===== src/rtl/uart_irq_pkg.sv =====
package uart_irq_pkg;

  localparam int NSRC   = 6;
  localparam int CODE_W = 3;

  // Bit positions in the pending vector, lowest index is most urgent.
  localparam int SRC_LSTAT = 0;
  localparam int SRC_RXTO  = 1;
  localparam int SRC_RXRDY = 2;
  localparam int SRC_TXRDY = 3;
  localparam int SRC_MODEM = 4;
  localparam int SRC_FLOW  = 5;

  typedef enum logic [CODE_W-1:0] {
    ICODE_NONE  = 3'd0,
    ICODE_LSTAT = 3'd1,
    ICODE_RXTO  = 3'd2,
    ICODE_RXRDY = 3'd3,
    ICODE_TXRDY = 3'd4,
    ICODE_MODEM = 3'd5,
    ICODE_FLOW  = 3'd6
  } irq_code_e;

endpackage


===== src/rtl/irq_sticky_flag.sv =====
module irq_sticky_flag (
  input  logic clk,
  input  logic rst_n,
  input  logic set_i,
  input  logic clr_i,
  output logic q_o
);

  logic flag_q;
  logic flag_d;
  logic flag_en;

  // Set has priority over clear when both arrive together.
  always_comb begin
    flag_en = set_i | clr_i;
    flag_d  = set_i;
  end

  always_ff @(posedge clk or negedge rst_n) begin
    if (!rst_n) begin
      flag_q <= 1'b0;
    end else if (flag_en) begin
      flag_q <= flag_d;
    end
  end

  assign q_o = flag_q;


  set_wins_chk: assert property (@(posedge clk) disable iff (!rst_n)
    set_i |=> q_o);


  flag_hold_chk: assert property (@(posedge clk) disable iff (!rst_n)
    (!set_i && !clr_i) |=> $stable(q_o));


  clr_only_chk: assert property (@(posedge clk) disable iff (!rst_n)
    (clr_i && !set_i) |=> !q_o);

endmodule


===== src/rtl/irq_rx_level.sv =====
module irq_rx_level #(
  parameter int CNT_W = 6
) (
  input  logic [CNT_W-1:0] count_i,
  input  logic [CNT_W-1:0] trig_i,
  output logic             at_or_above_o
);

  always_comb begin
    at_or_above_o = (count_i >= trig_i);
  end

endmodule


===== src/rtl/irq_prio_enc.sv =====
module irq_prio_enc
  import uart_irq_pkg::*;
(
  input  logic [NSRC-1:0]   req_i,
  output logic [CODE_W-1:0] code_o
);

  // Scan from the least urgent upward so the lowest index is written last.
  always_comb begin
    code_o = ICODE_NONE;
    for (int i = NSRC - 1; i >= 0; i--) begin
      if (req_i[i]) begin
        code_o = CODE_W'(i + 1);
      end
    end
  end

endmodule


===== src/rtl/uirq_clear_unit.sv =====
module uirq_clear_unit
  import uart_irq_pkg::*;
#(
  parameter int CNT_W = 6
) (
  input  logic             clk,
  input  logic             rst_n,
  input  logic [CNT_W-1:0] rx_fifo_count,
  input  logic             rx_fifo_empty,
  input  logic [CNT_W-1:0] rx_trig_level,
  input  logic             rx_timeout_evt,
  input  logic             ls_evt,
  input  logic             tx_ready_evt,
  input  logic             modem_evt,
  input  logic             rtscts_evt,
  input  logic             dtrdsr_evt,
  input  logic             xonxoff_evt,
  input  logic             spchar_evt,
  input  logic             lsr_rd,
  input  logic             isr_rd,
  input  logic             msr_rd,
  input  logic [5:0]       src_enable,
  output logic [5:0]       pending,
  output logic             irq,
  output logic [2:0]       irq_code
);

  logic [NSRC-1:0] set_v;
  logic [NSRC-1:0] clr_v;
  logic [NSRC-1:0] pend_q;
  logic [NSRC-1:0] live_v;
  logic            rx_hi;

  irq_rx_level #(.CNT_W(CNT_W)) u_rx_level (
    .count_i       (rx_fifo_count),
    .trig_i        (rx_trig_level),
    .at_or_above_o (rx_hi)
  );

  // Per-source set events and clearing conditions.
  always_comb begin
    set_v[SRC_LSTAT] = ls_evt;
    clr_v[SRC_LSTAT] = lsr_rd;

    set_v[SRC_RXTO]  = rx_timeout_evt;
    clr_v[SRC_RXTO]  = rx_fifo_empty;

    set_v[SRC_RXRDY] = rx_hi;
    clr_v[SRC_RXRDY] = ~rx_hi;

    set_v[SRC_TXRDY] = tx_ready_evt;
    clr_v[SRC_TXRDY] = isr_rd;

    set_v[SRC_MODEM] = modem_evt | rtscts_evt | dtrdsr_evt;
    clr_v[SRC_MODEM] = msr_rd;

    set_v[SRC_FLOW]  = xonxoff_evt | spchar_evt;
    clr_v[SRC_FLOW]  = isr_rd;
  end

  for (genvar g = 0; g < NSRC; g++) begin : g_flag
    irq_sticky_flag u_flag (
      .clk   (clk),
      .rst_n (rst_n),
      .set_i (set_v[g]),
      .clr_i (clr_v[g]),
      .q_o   (pend_q[g])
    );
  end

  always_comb begin
    live_v = pend_q & src_enable;
    irq    = |live_v;
  end

  irq_prio_enc u_prio (
    .req_i  (live_v),
    .code_o (irq_code)
  );

  assign pending = pend_q;


  irq_code_agree_chk: assert property (@(posedge clk) disable iff (!rst_n)
    irq == (irq_code != 3'd0));


  lstat_first_chk: assert property (@(posedge clk) disable iff (!rst_n)
    (pending[SRC_LSTAT] && src_enable[SRC_LSTAT]) |-> irq_code == 3'd1);


  rxto_drain_chk: assert property (@(posedge clk) disable iff (!rst_n)
    (rx_fifo_empty && !rx_timeout_evt) |=> !pending[SRC_RXTO]);


  rxrdy_track_chk: assert property (@(posedge clk) disable iff (!rst_n)
    (rx_fifo_count < rx_trig_level) |=> !pending[SRC_RXRDY]);

endmodule


===== config.mk =====
export PLATFORM = sky130hd
export DESIGN_NAME = uirq_clear_unit
export DESIGN_NICKNAME = d
export VERILOG_FILES = /design/src/rtl/uart_irq_pkg.sv /design/src/rtl/irq_sticky_flag.sv /design/src/rtl/irq_rx_level.sv /design/src/rtl/irq_prio_enc.sv /design/src/rtl/uirq_clear_unit.sv
export SDC_FILE = /design/constraint.sdc
export NUM_CORES = 1
export LEC_CHECK = 0
export ABC_AREA = 1
export BUFFER_PORTS_ARGS = -buffer_cell sky130_fd_sc_hd__buf_4
export CORE_UTILIZATION = 35
export DETAILED_ROUTE_END_ITERATION = 7
export GPL_ROUTABILITY_DRIVEN = 0
export PLACE_DENSITY_LB_ADDON = 0.3
export REMOVE_ABC_BUFFERS = 1
export SYNTH_ARGS = -nofsm -noshare
export SYNTH_HDL_FRONTEND = slang
export SYNTH_HIERARCHICAL = 1
export SYNTH_SLANG_ARGS = --single-unit
export TNS_END_PERCENT = 5

===== constraint.sdc =====
create_clock -name clk -period 1.8 [get_ports clk]
set_input_delay 0.18 -clock clk [delete_from_list [all_inputs] [get_ports clk]]
set_output_delay 0.18 -clock clk [all_outputs]
set_load 0.05 [all_outputs]

==> run summary, run 1 <==
==============================================================================
Antenna diode count                                                          0
Vias in the first global route                                             624
Top library cells by usage in the layout, fill and taps aside     sky130_fd_sc_hd__buf_4, sky130_fd_sc_hd__nand2_1, sky130_fd_sc_hd__inv_1
Hpwl dp                                                                1.13 mm
Req. time, crit path                                                   1620 ps
Post-CTS Resized                                                             0
Die footprint                                                       1750 sq um
Htree depth                                                                  1
Unrepaired setup endpoints after global routing                             no
Maximum fanout along the worst path                                          3
Hold Path Class                                                   input pin to register
Crit path launch                                                  g_flag[3].u_flag/q_o
Total clock buffers created by CTS                                           3
Via count                                                                  652
Wire length of the first global-routing pass                           2.39 mm
Final critical delay including setup and external delays               1450 ps
Final total negative setup slack                                          0 ps
Tightest slew margin relative to the limit                               0.893
R2R Path Start                                                    g_flag[1].u_flag/q_o
Number of flip-flops in the largest register                                 6
Unique masters post-synth                                                   10
Start-to-end type of the worst setup path                         register to output port
Top-level I/O count                                                         42
Most common cell after layout, fill and taps aside                sky130_fd_sc_hd__buf_4
Final WL                                                               1.26 mm
Filler cell count in the final layout                                      126
Worst Reg2Reg Path Length in Cells                                           2
Average wire per standard cell                                    8.10 microns
Post-route antenna net violation count                                       0
Worst flop-to-flop path endpoint                                  g_flag[1].u_flag/q_o
Status                                                            finished clean
Arrival time worst endpoint                                            1270 ps
Clock slew at reported path FFs                                          40 ps
Seq. cell area                                                       150 sq um
Area of the placeable core                                          1380 sq um
Overall fraction of global-route tracks in use                           0.181
Area of the multi-input gates                                        277 sq um
Achievable frequency                                                   689 MHz
Sinks on the clock net                                                       6
I/O Buffers                                                                 41
Worst setup path endpoint                                          irq_code[1]
Hold violation count in the final report                                     0
Worst ir drop on vdd                                                    331 uV
Setup violators final                                                        0
Insertion delay of the later-clocked pin in the worst-skew pair         240 ps
Final routed DRC violation total                                             0
Antenna violations before repair                                             0
Maximum number of pins on one net before global-route repair                 7
Placement row count                                                         13
Vias per inst                                                             4.18
Area added between synthesis and finish                                  64.8%
Post-synthesis instance area                                         554 sq um
Total of flip-flops plus latches after synthesis                             6
Leak Pwr                                                              0.631 nW
Count of mapped cells out of synthesis                                      96
Period Utilization, post-route                                           0.807
Detailed router's first-iteration violation count                            6
Fraction of final layout cells sized beyond drive strength 1             0.326
Die width                                                         41.8 microns
Power density over the cells                                       575 nW/um^2
Die Y-Extent                                                      41.8 microns
Final number of max-transition violations                                    0
Worst reg-to-reg setup slack                                           1170 ps
Sequential fraction of the synthesis area                                0.271
Sort of element at the start of the critical path                     register
Slew @ Worst Pin                                                        160 ps
Cell at the root of the clock tree                                sky130_fd_sc_hd__clkbuf_4
Capturing element type of the critical path                        output port
Clock tree from TritonCTS                                                 done
Nets                                                                       181
Post-route clock skew                                                     0 ps
1st-pass router iterations                                                   4
Total Power Consumption                                               0.525 mW
Syn Area/Cell                                                       5.77 sq um
YS warnings                                                                  6
Deepest clock path buffer count                                              2
Initial standard-cell utilization of the core                            0.401
Global route total overflow                                                  0
Max-cap viol count                                                           0
==============================================================================
[critical path, stage by stage (launching register included)]
cell and delay [ps]:
sky130_fd_sc_hd__dfrtp_1 390, sky130_fd_sc_hd__nand2_1 90, sky130_fd_sc_hd__inv_1 60, sky130_fd_sc_hd__nor2_1 90, sky130_fd_sc_hd__nand2_1 60, sky130_fd_sc_hd__a21oi_1 130, sky130_fd_sc_hd__buf_4 220
[cells in the mapped netlist, drive strengths merged]
| master | number | area, sq um |
|---|---|---|
| nor2 | 8 | 32.5 |
| a21oi | 3 | 18.8 |
| nand2 | 37 | 139 |
| dfrtp | 6 | 150 |
| or2 | 1 | 6.26 |
| ha | 6 | 75.1 |
| inv | 34 | 128 |
| nor3 | 1 | 5.00 |
[worst min-delay path by stage]
stage / from / endpoint / slack, ps / cells after the start
6_report: rx_timeout_evt / g_flag[1].u_flag/q_o / 110 / 3
5_1_grt: rx_timeout_evt / g_flag[1].u_flag/q_o / 120 / 3
4_1_cts: rx_timeout_evt / g_flag[1].u_flag/q_o / 110 / 3
3_5_place_dp: rst_n / g_flag[4].u_flag/q_o / -10 / 1
3_3_place_gp: rst_n / g_flag[4].u_flag/q_o / -10 / 1
2_1_floorplan: rst_n / g_flag[0].u_flag/q_o / -120 / 0
[repair_timing]
action / 4_1_cts / 5_1_grt
hold buffers: 1 / 0
buffers inserted: 0 / 0
hold endpoints to repair: 6 / 0
[cell families (layout without fill, tap and decap cells)]
family | count (synthesis) | count (layout) | share of synthesized area
DFF | 6 | 6 | 0.271
buffers and inverters | 34 | 79 | 0.230
and+or+nand+nor | 47 | 47 | 0.330
AOI/OAI and AO/OA | 3 | 3 | 0.0339
adders and majority gates | 6 | 6 | 0.135
[through the flow]
step / setup slack (ps) / std cells / hold WS (ps) / util / instance area [sq um]
finish: 348 / 156 / 114 / 0.661 / 913
global route: 203 / 156 / 117 / 0.661 / 913
CTS: 343 / 156 / 108 / 0.661 / 913
detailed placement: 604 / 152 / -11.1 / 0.637 / 881
global placement: 625 / 152 / -10.9 / 0.637 / 881
floorplan: -69.9 / 96 / -116 / - / 554
[metal layers]
layer	routed length [microns]	part of all wire	vias to the layer above	GRT usage
li1	-	-	358	-
met1	468	0.37	260	0.168
met2	666	0.53	29	0.331
met3	86	0.068	5	0.0609
met4	43	0.034	0	0.116
met5	0	0	-	0
[power by group]
| part | internal (mW) | switching (mW) | leakage, nW |
|---|---|---|---|
| Clock | 0.0754 | 0.0483 | 0.0138 |
| Combinational | 0.103 | 0.144 | 0.555 |
| Sequential | 0.146 | 0.00856 | 0.0625 |
| Total | 0.324 | 0.201 | 0.631 |
[layout make-up]
cell class,instances,share of cell area
clock buffers,3,0.0247
inverters,34,0.140
multi-input cells,56,0.303
flip-flops and latches,6,0.164
well taps,15,0.0205
repair buffers,42,0.348
(Power assumes the default switching activity.)
==> inputs of run 2 (changes only) <==
--- a/config.mk
+++ b/config.mk
@@ -5,9 +5,9 @@
 export SDC_FILE = /design/constraint.sdc
 export NUM_CORES = 1
 export LEC_CHECK = 0
-export ABC_AREA = 1
+export ABC_AREA = 0
 export BUFFER_PORTS_ARGS = -buffer_cell sky130_fd_sc_hd__buf_4
-export CORE_UTILIZATION = 35
+export CORE_UTILIZATION = 32
 export DETAILED_ROUTE_END_ITERATION = 7
 export GPL_ROUTABILITY_DRIVEN = 0
 export PLACE_DENSITY_LB_ADDON = 0.3
==> constraint.sdc (replaced) <==
create_clock -name clk -period 1.3 [get_ports clk]
set_input_delay 0.13 -clock clk [delete_from_list [all_inputs] [get_ports clk]]
set_output_delay 0.13 -clock clk [all_outputs]
set_load 0.05 [all_outputs]
==> run summary, run 2 <==
====================================================================================
Status                                                                  complete, but fails checks
Violated checks                                                         negative setup slack
Clock slew at reported path FFs                                                50 ps
Fraction of final layout cells sized beyond drive strength 1                   0.559
Top cells by instance count after synthesis                             sky130_fd_sc_hd__inv_1, sky130_fd_sc_hd__a21o_1, sky130_fd_sc_hd__dfrtp_1, sky130_fd_sc_hd__ha_1, sky130_fd_sc_hd__and2_1
Number of placed instances, taps included                                        121
Count of mapped cells out of synthesis                                            57
Post-route antenna net violation count                                             0
Arrival time worst endpoint                                                  1480 ps
Max-cap viol count                                                                 0
Area added between synthesis and finish                                        95.4%
Sort of element at the start of the critical path                           register
Top library cells by usage in the layout, fill and taps aside           sky130_fd_sc_hd__buf_4, sky130_fd_sc_hd__inv_1, sky130_fd_sc_hd__a21o_1, sky130_fd_sc_hd__dfrtp_1, sky130_fd_sc_hd__ha_1
Post-synthesis instance area                                               488 sq um
Final total negative setup slack                                            -1020 ps
Tightest slew margin relative to the limit                                     0.848
Compound-cell area share of the yosys netlist                                  0.205
Overall fraction of global-route tracks in use                                 0.169
Antenna diode count                                                                0
Fraction of post-synthesis cell area in the top cell type by area              0.308
Share of async-settable or async-resettable flops after synthesis               1.00
Wire length of the first global-routing pass                                 1.77 mm
I/O Buffers                                                                       41
Dominant cell by count in the synthesized netlist                       sky130_fd_sc_hd__inv_1
Prevailing post-synth register cell                                     sky130_fd_sc_hd__dfrtp_1
Vias in the first global route                                                   507
Leak Pwr                                                                    0.537 nW
Unique masters post-synth                                                         21
Capturing element type of the critical path                              output port
Share of synthesized cell area in and, or, nand and nor gates                  0.226
Internal power of the cells                                                 0.498 mW
Die width                                                               41.1 microns
Slew @ Worst Pin                                                              226 ps
Sinks on the clock net                                                             6
Cell taking the most area after synthesis                               sky130_fd_sc_hd__dfrtp_1
Switching share of power                                                       0.353
Antenna violations before repair                                                   0
Total of flip-flops plus latches after synthesis                                   6
Worst ir drop on vdd                                                          535 uV
Initial standard-cell utilization of the core                                  0.357
Average wire per standard cell                                          10.6 microns
Post-route clock skew                                                           0 ps
Req. time, crit path                                                         1170 ps
Period Utilization, post-route                                                  1.24
Filler cell count in the final layout                                            111
Proportion of power drawn by combinational gates                               0.504
Vias per inst                                                                   4.60
Detailed router's first-iteration violation count                                  0
Number of flops mapped to enable cells by yosys                                    0
Power density over the cells                                             807 nW/um^2
Insertion delay of the later-clocked pin in the worst-skew pair               240 ps
Top-level I/O count                                                               42
Unrepaired setup endpoints after global routing                                  yes
Total Power Consumption                                                     0.770 mW
Die footprint                                                             1690 sq um
Total clock buffers created by CTS                                                 3
Die Y-Extent                                                            41.1 microns
Clock tree from TritonCTS                                                       done
Most common cell after layout, fill and taps aside                      sky130_fd_sc_hd__buf_4
Final WL                                                                     1.33 mm
Utilization of the core after routing                                          0.698
Htree depth                                                                        1
Final critical delay including setup and external delays                     1610 ps
Main combinational cell family by area after synthesis                  simple AND/OR/NAND/NOR gates
Cell at the root of the clock tree                                      sky130_fd_sc_hd__clkbuf_4
Achievable frequency                                                         619 MHz
Via count                                                                        580
Adder and majority gate portion of the synthesized area                        0.154
Sequential fraction of the synthesis area                                      0.308
Deepest clock path buffer count                                                    2
Global route total overflow                                                        0
Maximum fanout along the worst path                                                3
Nets                                                                             151
Final Non-Filler Cells                                                           126
YS warnings                                                                        6
Hpwl dp                                                                      1.14 mm
Final number of max-transition violations                                          0
Setup violators final                                                              4
Number of flip-flops in the largest register                                       6
Setup slack after layout                                                     -314 ps
Portion of total power attributed to sequential cells                          0.274
Most area-consuming cells after synthesis                               sky130_fd_sc_hd__dfrtp_1, sky130_fd_sc_hd__ha_1, sky130_fd_sc_hd__inv_1
Area of the placeable core                                                1370 sq um
Net Sw Power                                                                0.272 mW
Hold violation count in the final report                                           0
Syn Area/Cell                                                             8.56 sq um
Placement row count                                                               13
Start-to-end type of the worst setup path                               register to output port
Parity-gate share of the synthesized area counting xor and xnor cells              0
Final routed DRC violation total                                                   0
Hold Path Class                                                         input pin to register
1st-pass router iterations                                                         1
Post-synthesis mux area share                                                      0
Clk network pwr share                                                          0.222
Minimum hold slack                                                           65.1 ps
Maximum number of pins on one net before global-route repair                       7
====================================================================================
run 2: worst paths after layout:
| kind | end | slack [ps] | start | cells past startpoint |
|---|---|---|---|---|
| worst max register to register | g_flag[3].u_flag/q_o | 380 | g_flag[3].u_flag/q_o | 3 |
| max in group asynchronous | g_flag[3].u_flag/q_o | 950 | rst_n | 2 |
| worst min-delay path | g_flag[0].u_flag/q_o | 70 | ls_evt | 2 |
| worst max-delay path | irq | -310 | g_flag[4].u_flag/q_o | 3 |
| worst min register to register | g_flag[5].u_flag/q_o | 570 | g_flag[5].u_flag/q_o | 2 |
| min in group asynchronous | g_flag[5].u_flag/q_o | 230 | rst_n | 2 |
run 2: logic make-up after synthesis:
group                      count (synthesis)
buffers and inverters                     14
adders and majority gates                  6
DFF                                        6
AOI/OAI and AO/OA                         14
and+or+nand+nor                           17
run 2: critical path, cell delays in order (launching register included):
cell	delay, ps
sky130_fd_sc_hd__dfrtp_1	380
sky130_fd_sc_hd__a22o_1	210
sky130_fd_sc_hd__or4_4	480
sky130_fd_sc_hd__buf_8	160
run 2: power by group through the flow:
| stage | Combinational, mW | Clock [mW] | Sequential [mW] |
|---|---|---|---|
| floorplan | 0.137 | 0 | 0.267 |
| global placement | 0.349 | 0 | 0.212 |
| detailed placement | 0.358 | 0 | 0.213 |
| CTS | 0.379 | 0.178 | 0.211 |
| global route | 0.420 | 0.187 | 0.212 |
| finish | 0.388 | 0.171 | 0.211 |
run 2: through the flow:
step | setup slack [ps] | cell area [sq um]
after floorplan | -1220 | 488
after global placement | -84.7 | 875
after detailed placement | -123 | 875
after CTS | -329 | 941
after global routing | -370 | 953
final | -314 | 953
run 2: metal layers:
metal	track usage	routed length, microns
met5	0	0
met4	0.0750	12
met2	0.313	733
met1	0.163	517
met3	0.0652	66
run 2: what timing repair did:
| item | 4_1_cts | 5_1_grt |
|---|---|---|
| hold buffers | 1 | 0 |
| pin swaps | 5 | 1 |
| setup buffers | 1 | 0 |
| gates resized for setup | 7 | 4 |
| hold endpoints to repair | 6 | 0 |
| setup endpoints to repair | 4 | 4 |
run 2: area by class of cell:
class	count	area, sq um	area share
Timing Repair Buffer	51	400	0.420
Multi-Input combinational cell	37	309	0.324
Sequential cell	6	150	0.157
Inverter	14	52.6	0.0551
Clock buffer	3	22.5	0.0236
Tap cell	15	18.8	0.0197
==> inputs of run 3 (changes only) <==
--- a/config.mk
+++ b/config.mk
@@ -7,13 +7,14 @@
 export LEC_CHECK = 0
 export ABC_AREA = 0
 export BUFFER_PORTS_ARGS = -buffer_cell sky130_fd_sc_hd__buf_4
-export CORE_UTILIZATION = 32
+export CELL_PAD_IN_SITES_DETAIL_PLACEMENT = 1
+export CELL_PAD_IN_SITES_GLOBAL_PLACEMENT = 1
+export CORE_UTILIZATION = 21
 export DETAILED_ROUTE_END_ITERATION = 7
 export GPL_ROUTABILITY_DRIVEN = 0
 export PLACE_DENSITY_LB_ADDON = 0.3
 export REMOVE_ABC_BUFFERS = 1
 export SYNTH_ARGS = -nofsm -noshare
 export SYNTH_HDL_FRONTEND = slang
-export SYNTH_HIERARCHICAL = 1
 export SYNTH_SLANG_ARGS = --single-unit
 export TNS_END_PERCENT = 5
==> run summary, run 3 <==
================================================================================
Prevailing post-synth register cell                                 sky130_fd_sc_hd__dfrtp_1
Total clock buffers created by CTS                                             3
Status                                                              complete, but fails checks
Maximum number of pins on one net before global-route repair                   7
Number of flip-flops in the largest register                                   6
Final Instance Area                                                    850 sq um
Antenna diode count                                                            0
Arrival time worst endpoint                                              1320 ps
YS warnings                                                                    0
Utilization of the core after routing                                      0.416
Overall fraction of global-route tracks in use                             0.114
Unrepaired setup endpoints after global routing                              yes
Post-route antenna net violation count                                         0
Deepest clock path buffer count                                                2
I/O Buffers                                                                   41
Req. time, crit path                                                     1170 ps
Fraction of post-synthesis cell area in the top cell type by area          0.319
Max-cap viol count                                                             0
Slew @ Worst Pin                                                          187 ps
Worst ir drop on vdd                                                      285 uV
Cell taking the most area after synthesis                           sky130_fd_sc_hd__dfrtp_1
Antenna violations before repair                                               0
Total Power Consumption                                                 0.692 mW
Setup violators final                                                          4
Vias per inst                                                               4.38
Violated checks                                                     negative setup slack
Tightest slew margin relative to the limit                                 0.874
Dominant cell by count in the synthesized netlist                   sky130_fd_sc_hd__inv_1
Final number of max-transition violations                                      0
Area of the placeable core                                            2040 sq um
Cell area after placement                                              774 sq um
Die footprint                                                         2430 sq um
1st-pass router iterations                                                     2
Most area-consuming cells after synthesis                           sky130_fd_sc_hd__dfrtp_1, sky130_fd_sc_hd__ha_1, sky130_fd_sc_hd__buf_4
Most common cell after layout, fill and taps aside                  sky130_fd_sc_hd__buf_4
Vias in the first global route                                               548
Unique masters post-synth                                                     21
Post-route clock skew                                                       0 ps
Detailed router's first-iteration violation count                              1
Clock tree from TritonCTS                                                   done
Seq. cell area                                                         150 sq um
Leak Pwr                                                                0.462 nW
Top cells by instance count after synthesis                         sky130_fd_sc_hd__inv_1, sky130_fd_sc_hd__buf_4, sky130_fd_sc_hd__dfrtp_1, sky130_fd_sc_hd__ha_1
Start-to-end type of the worst setup path                           register to output port
Final routed DRC violation total                                               0
Clock slew at reported path FFs                                            40 ps
Hpwl dp                                                                  1.14 mm
Die Y-Extent                                                        49.3 microns
Capturing element type of the critical path                          output port
Post-synthesis instance area                                           470 sq um
Top library cells by usage in the layout, fill and taps aside       sky130_fd_sc_hd__buf_4, sky130_fd_sc_hd__inv_1, sky130_fd_sc_hd__ha_1, sky130_fd_sc_hd__dfrtp_1
Final WL                                                                 1.28 mm
Sinks on the clock net                                                         6
Sequential fraction of the synthesis area                                  0.319
Hold violation count in the final report                                       0
Global route total overflow                                                    0
Number of flops mapped to enable cells by yosys                                0
Via count                                                                    534
Period Utilization, post-route                                              1.12
Initial standard-cell utilization of the core                              0.230
Cell at the root of the clock tree                                  sky130_fd_sc_hd__clkbuf_4
Number of placed instances, taps included                                    116
Setup slack after layout                                                 -155 ps
Wire length of the first global-routing pass                             2.10 mm
Share of async-settable or async-resettable flops after synthesis           1.00
Fraction of final layout cells sized beyond drive strength 1               0.547
Nets                                                                         135
Top-level I/O count                                                           42
Average wire per standard cell                                      10.5 microns
Insertion delay of the later-clocked pin in the worst-skew pair           230 ps
Hold Path Class                                                     input pin to register
Count of mapped cells out of synthesis                                        53
Achievable frequency                                                     687 MHz
Syn Area/Cell                                                         8.88 sq um
Area of the multi-input gates                                          254 sq um
Die width                                                           49.3 microns
Total of flip-flops plus latches after synthesis                               6
Sort of element at the start of the critical path                       register
Maximum fanout along the worst path                                            2
Area added between synthesis and finish                                    80.6%
Power density over the cells                                         815 nW/um^2
Filler cell count in the final layout                                        260
Placement row count                                                           16
Final critical delay including setup and external delays                 1450 ps
Final Non-Filler Cells                                                       122
Htree depth                                                                    1
================================================================================
-- run 3: cell types whose count changed after synthesis, sizes merged, moves of 3 or more --
| cell | before | now |
|---|---|---|
| inv | 14 | 10 |
| and2 | 6 | 0 |
| a21o | 6 | 3 |
| nand2 | 1 | 4 |
| buf | 0 | 6 |
-- run 3: metal layers --
| metal | GRT usage | vias up | wire length (microns) |
|---|---|---|---|
| met2 | 0.219 | 29 | 692 |
| li1 | - | 262 | - |
| met3 | 0.0218 | 2 | 114 |
| met5 | 0 | - | 0 |
| met4 | 0.0882 | 0 | 27 |
| met1 | 0.103 | 241 | 451 |
-- run 3: power breakdown --
group,leakage [nW],switching (mW),internal (mW)
Sequential,0.0632,0.0122,0.200
Combinational,0.385,0.164,0.150
Clock,0.0138,0.0611,0.104
Total,0.462,0.238,0.455
-- run 3: cells by family after synthesis --
family                   share of synthesized area
flip-flops                                   0.319
adder cells (fa/ha/maj)                      0.160
AND/OR/NAND/NOR                             0.0825
buffers and inverters                        0.176
AO/OA/AOI/OAI                                0.263
-- run 3: cell type report --
class | count | share of cell area
Sequential cell | 6 | 0.177
Clock buffer | 3 | 0.0265
Multi-Input combinational cell | 31 | 0.299
Tap cell | 27 | 0.0398
Inverter | 10 | 0.0442
Timing Repair Buffer | 45 | 0.414
-- run 3: through the flow --
| step | setup TNS (ps) | hold WS (ps) | worst slack, ps |
|---|---|---|---|
| 2_1_floorplan | -1490 | -166 | -556 |
| 3_3_place_gp | 0 | -58.9 | 65.7 |
| 3_5_place_dp | 0 | -58.3 | 66.1 |
| 4_1_cts | -439 | 62.5 | -141 |
| 5_1_grt | -741 | 67.9 | -213 |
| 6_report | -451 | 69.6 | -155 |
-- run 3: final timing paths --
path	from	endpoint	slack [ps]	cells past startpoint
worst max-delay path	g_flag[1].u_flag.q_o	irq_code[2]	-150	4
min in group asynchronous	rst_n	g_flag[0].u_flag.q_o	240	2
worst min register to register	g_flag[5].u_flag.q_o	g_flag[5].u_flag.q_o	580	1
worst min-delay path	ls_evt	g_flag[0].u_flag.q_o	70	2
max in group asynchronous	rst_n	g_flag[1].u_flag.q_o	950	2
worst max register to register	g_flag[3].u_flag.q_o	g_flag[3].u_flag.q_o	460	2
-- run 3: worst max-delay path: stages (launching register included) --
cell	delay [ps]
sky130_fd_sc_hd__dfrtp_1	380
sky130_fd_sc_hd__a22o_1	230
sky130_fd_sc_hd__a21oi_2	150
sky130_fd_sc_hd__nor2b_4	170
sky130_fd_sc_hd__buf_6	160
-- run 3: repair_timing --
| item | 4_1_cts | 5_1_grt |
|---|---|---|
| endpoints found under the setup margin | 4 | 4 |
| gates resized for setup | 6 | 1 |
| pin swaps | 3 | 1 |
| buffers inserted | 2 | 0 |
| hold buffers | 1 | 0 |
| endpoints found under the hold margin | 6 | 0 |
